[config.mk]
export PLATFORM = sky130hd
export DESIGN_NAME = bin_count_stage
export DESIGN_NICKNAME = d
export VERILOG_FILES = /design/src/rtl/bcs_pkg.sv /design/src/rtl/bcs_ctrl.sv /design/src/rtl/bcs_next.sv /design/src/rtl/bcs_tc.sv /design/src/rtl/bin_count_stage.sv
export SDC_FILE = /design/constraint.sdc
export NUM_CORES = 1
export LEC_CHECK = 0
export BUFFER_PORTS_ARGS = -buffer_cell sky130_fd_sc_hd__clkbuf_2
export CAP_MARGIN = 10
export CORE_AREA = 4 4 41 43
export DETAILED_ROUTE_END_ITERATION = 8
export DIE_AREA = 0 0 45 47
export GPL_TIMING_DRIVEN = 0
export PLACE_DENSITY = 0.39
export RECOVER_POWER = 50
export SYNTH_ARGS = -nofsm -noshare
export SYNTH_HDL_FRONTEND = slang
export SYNTH_SLANG_ARGS = --single-unit
[constraint.sdc]
create_clock -name clk_i -period 1.9 [get_ports clk_i]
set_input_delay 0.38 -clock clk_i [delete_from_list [all_inputs] [get_ports clk_i]]
set_output_delay 0.38 -clock clk_i [all_outputs]
set_load 0.02 [all_outputs]
[src/rtl/bcs_pkg.sv]
package bcs_pkg;
  typedef enum logic [1:0] {
    OP_HOLD = 2'd0,
    OP_INC  = 2'd1,
    OP_LOAD = 2'd2,
    OP_CLR  = 2'd3
  } bcs_op_e;
endpackage

[src/rtl/bcs_ctrl.sv]
module bcs_ctrl
  import bcs_pkg::*;
(
  input  logic    clr_ni,
  input  logic    load_ni,
  input  logic    en_p_i,
  input  logic    en_t_i,
  output bcs_op_e op_o
);
  // clear > load > count > hold
  always_comb begin
    if (!clr_ni)                op_o = OP_CLR;
    else if (!load_ni)          op_o = OP_LOAD;
    else if (en_p_i && en_t_i)  op_o = OP_INC;
    else                        op_o = OP_HOLD;
  end
endmodule

[src/rtl/bcs_next.sv]
module bcs_next
  import bcs_pkg::*;
#(
  parameter int unsigned WIDTH = 4
) (
  input  bcs_op_e          op_i,
  input  logic [WIDTH-1:0] cnt_i,
  input  logic [WIDTH-1:0] data_i,
  output logic [WIDTH-1:0] nxt_o
);
  logic [WIDTH-1:0] tog;
  logic [WIDTH-1:0] inc;

  // look-ahead toggle: bit i flips when all lower bits are ones
  for (genvar i = 0; i < WIDTH; i++) begin : g_bit
    if (i == 0) begin : g_lsb
      assign tog[i] = 1'b1;
    end else begin : g_up
      assign tog[i] = &cnt_i[i-1:0];
    end
    assign inc[i] = cnt_i[i] ^ tog[i];
  end

  always_comb begin
    unique case (op_i)
      OP_CLR:  nxt_o = '0;
      OP_LOAD: nxt_o = data_i;
      OP_INC:  nxt_o = inc;
      default: nxt_o = cnt_i;
    endcase
  end
endmodule

[src/rtl/bcs_tc.sv]
module bcs_tc #(
  parameter int unsigned WIDTH = 4
) (
  input  logic [WIDTH-1:0] cnt_i,
  input  logic             en_t_i,
  output logic             tc_o
);
  // combinational so the next stage sees it this cycle
  assign tc_o = en_t_i & (&cnt_i);
endmodule

[src/rtl/bin_count_stage.sv]
module bin_count_stage
  import bcs_pkg::*;
#(
  parameter int unsigned WIDTH = 4
) (
  input  logic             clk_i,
  input  logic             rst_ni,
  input  logic             clr_ni,
  input  logic             load_ni,
  input  logic             en_p_i,
  input  logic             en_t_i,
  input  logic [WIDTH-1:0] data_i,
  output logic [WIDTH-1:0] count_o,
  output logic             tc_o
);
  localparam logic [WIDTH-1:0] CntMax = {WIDTH{1'b1}};

  bcs_op_e          op;
  logic [WIDTH-1:0] cnt_q, cnt_d;

  bcs_ctrl u_ctrl (
    .clr_ni  (clr_ni),
    .load_ni (load_ni),
    .en_p_i  (en_p_i),
    .en_t_i  (en_t_i),
    .op_o    (op)
  );

  bcs_next #(.WIDTH(WIDTH)) u_next (
    .op_i   (op),
    .cnt_i  (cnt_q),
    .data_i (data_i),
    .nxt_o  (cnt_d)
  );

  bcs_tc #(.WIDTH(WIDTH)) u_tc (
    .cnt_i  (cnt_q),
    .en_t_i (en_t_i),
    .tc_o   (tc_o)
  );

  always_ff @(posedge clk_i or negedge rst_ni) begin
    if (!rst_ni) cnt_q <= '0;
    else         cnt_q <= cnt_d;
  end

  assign count_o = cnt_q;


  always_comb begin
    if (!rst_ni) reset_zero_chk: assert (count_o == '0);
  end


  clr_zero_chk: assert property (@(posedge clk_i) disable iff (!rst_ni)
    !clr_ni |=> count_o == '0);


  load_data_chk: assert property (@(posedge clk_i) disable iff (!rst_ni)
    clr_ni && !load_ni |=> count_o == $past(data_i));


  inc_step_chk: assert property (@(posedge clk_i) disable iff (!rst_ni)
    clr_ni && load_ni && en_p_i && en_t_i |=> count_o == WIDTH'($past(count_o) + 1'b1));


  hold_chk: assert property (@(posedge clk_i) disable iff (!rst_ni)
    clr_ni && load_ni && !(en_p_i && en_t_i) |=> $stable(count_o));


  wrap_chk: assert property (@(posedge clk_i) disable iff (!rst_ni)
    clr_ni && load_ni && en_p_i && en_t_i && count_o == CntMax |=> count_o == '0);


  tc_gate_chk: assert property (@(posedge clk_i) disable iff (!rst_ni)
    !en_t_i |-> !tc_o);


  tc_full_chk: assert property (@(posedge clk_i) disable iff (!rst_ni)
    en_t_i && count_o == CntMax |-> tc_o);
endmodule

==> impl_metrics.py <==
metrics = {
    "sta": {
        "max_freq_mhz": 646,
        "hold_violations": 0,
        "fin_crit_sh_pct": 81.5,
        "min_period_ps": 1550,
        "setup_viol": 0,
        "relSlewSlack_pct": 85.7,
        "finalClockSkew_ps": 3.39,
        "holdWs_ps": 396,
        "rsz0062_at_grt": "no",
        "worstMarginPinSlew_ps": 215,
        "drv_slew": 0,
        "layout_setup_ws_ps": 351,
        "setup-tns-final_ps": 0,
    },
    "hold_path": {
        "whs_path_depth": 3,
        "min_from": "clr_ni",
        "hold_end": "count_o[1]",
        "hold_path.class": "primary input to flop",
    },
    "cells_and_area": {
        "synthToLayoutAreaGrowth_pct": 53.6,
        "largest_reg_flops": 4,
        "drive_gt1_share_pct": 46.2,
        "layout.nets": 53,
        "diodes": 0,
        "final_area_um2": 344,
    },
    "setup_path": {
        "r2r_slack_ps": 650,
        "reg2reg_to": "count_o[3]",
        "r2r_cells": 5,
        "path_max_fanout": 3,
        "cp.arrival_ps": 1170,
        "worstReg2RegStart": "count_o[0]",
        "crit_type": "flop to output port",
        "required_ps": 1520,
        "critPathLaunchType": "flop",
        "cp-end-kind": "output port",
    },
    "placement": {
        "post_dp_cell_area_um2": 313,
        "port_buffers": 14,
        "place_ws_ps": 584,
        "gp_congestion": 0.601,
    },
    "clock_network": {
        "htree_num_levels": 1,
        "post_cts_resized": 0,
        "cts.path.max_buffers": 2,
        "hold_buffers": 1,
        "clk_latency_ps": 230,
        "cts_tree": "yes",
        "post_cts_buffers": 0,
        "clkTransAtPathRegs_ps": 40,
        "cts_root_buf": "clkbuf_4",
        "cts_made_buffers": 3,
        "cts_sinks": 4,
    },
    "synthesis": {
        "avgSynthCellArea_um2": 10.7,
        "synth_top_area_cell": "dfrtp_1",
        "synthAdderAreaFrac_pct": 11.2,
        "synthMuxAreaShare_pct": 8.94,
        "synth_xor_area_share_pct": 7.82,
        "ys_seq_elements": 4,
        "synth.cell_area_um2": 224,
        "yosysSeqAreaShare_pct": 44.7,
        "synth_cells": 21,
        "synth_nets": 33,
        "synth_warnings": 0,
        "synth_compound_area_share_pct": 17.9,
        "yosys-top-cells-area": "dfrtp_1 45%, ha_1 11%, a21oi_1 8.9%",
        "synthSimpleGateAreaFrac_pct": 9.50,
        "synth_top_family_by_area": "compound AO/OA/AOI/OAI gates",
        "ys_types": 9,
        "synth_top_area_share_pct": 44.7,
    },
    "detailed_routing": {
        "routed_via_density": 4.02,
        "drt_pre_antenna_iters": 1,
        "first_iter_violations": 0,
        "vias": 217,
        "routed_wl_um": 504,
        "drc": 0,
        "ant_nets": 0,
        "wire_per_inst_um": 9.33,
    },
    "floorplanning": {
        "start_util_pct": 17.2,
        "fp.dieW_um": 45,
        "row_count": 13,
        "dieArea_um2": 2120,
        "num_io_pins": 15,
        "die_y_um": 47,
        "core_um2": 1300,
    },
    "power_and_ir_drop": {
        "powerDensity_nw_per_um2": 716,
        "total_power_w": 0.000246,
        "ir_drop_mv": 0.244,
        "p_leak_nw": 0.186,
    },
    "grt": {
        "overflow": 0,
        "grt_pass1_wl_um": 828,
        "grt_max_degree": 9,
        "track_usage_pct": 6.01,
        "grt_pass1_vias": 226,
        "antenna_found_initial": 0,
    },
    "outcome": {
        "status": "completed",
    },
    "job": {
        "maxCapViolations": 0,
    },
}
metrics by stage:
stage / utilization (%) / instances
after floorplan: - / 21
after global placement: 24.0 / 50
after detailed placement: 24.0 / 50
after CTS: 26.5 / 54
after global routing: 26.4 / 54
final: 26.4 / 54
synthesized netlist by cell type, drive strengths merged:
cell / n
and4: 1
a21oi: 4
o21ai: 4
xor2: 2
mux2i: 2
ha: 2
nand2: 1
nand3: 1
dfrtp: 4
kinds of logic after synthesis:
kind of cell             count (synthesis)
AO/OA/AOI/OAI                            8
adder cells (fa/ha/maj)                  2
XOR/XNOR                                 2
multiplexers                             2
flip-flops                               4
AND/OR/NAND/NOR                          3
worst max-delay path: stages, from the launching register on:
cell,delay [ps]
dfrtp_1,390
ha_1,220
and4_2,170
clkbuf_2,150
where the power goes:
| part | internal, W | switching (W) | total (W) |
|---|---|---|---|
| sequential | 0.0000921 | 0.00000554 | 0.0000976 |
| clock | 0.0000704 | 0.0000311 | 0.000102 |
| combinational | 0.0000211 | 0.0000260 | 0.0000471 |
| total | 0.000184 | 0.0000626 | 0.000246 |
cell usage in the layout (no fill, tap or decap):
cell type / n
clkbuf_2: 13
nand2_2: 1
and4_2: 1
dlygate4sd3_1: 1
clkbuf_4: 3
ha_1: 2
mux2i_1: 2
o21ai_0: 4
clkbuf_1: 1
a21oi_1: 4
nand3_1: 1
dfrtp_1: 4
xor2_1: 2
layer usage:
metal  global-route usage, %  up-vias  part of all wire [%]
met5                       0        -                     0
met4                    8.77        0                     0
met3                    1.15        0                   3.6
met2                    10.7        7                    59
met1                    4.57       94                    37
li1                        -      116                     -
how the worst max path moves through the flow:
stage / from / to / slack, ps / cells after the start
global route: count_o[0] / tc_o / 300 / 3
floorplan: count_o[0] / tc_o / 590 / 2
CTS: count_o[0] / tc_o / 330 / 3
finish: count_o[0] / tc_o / 350 / 3
global placement: count_o[0] / tc_o / 590 / 3
detailed placement: count_o[0] / tc_o / 580 / 3
area by class of cell:
type | count | area [um2]
multi-input cells | 17 | 124
flip-flops and latches | 4 | 100
repair buffers | 15 | 78.8
clock buffers | 3 | 22.5
well taps | 15 | 18.8
fillers | 160 | 957
No activity file was read; power rests on OpenSTA's default activity.
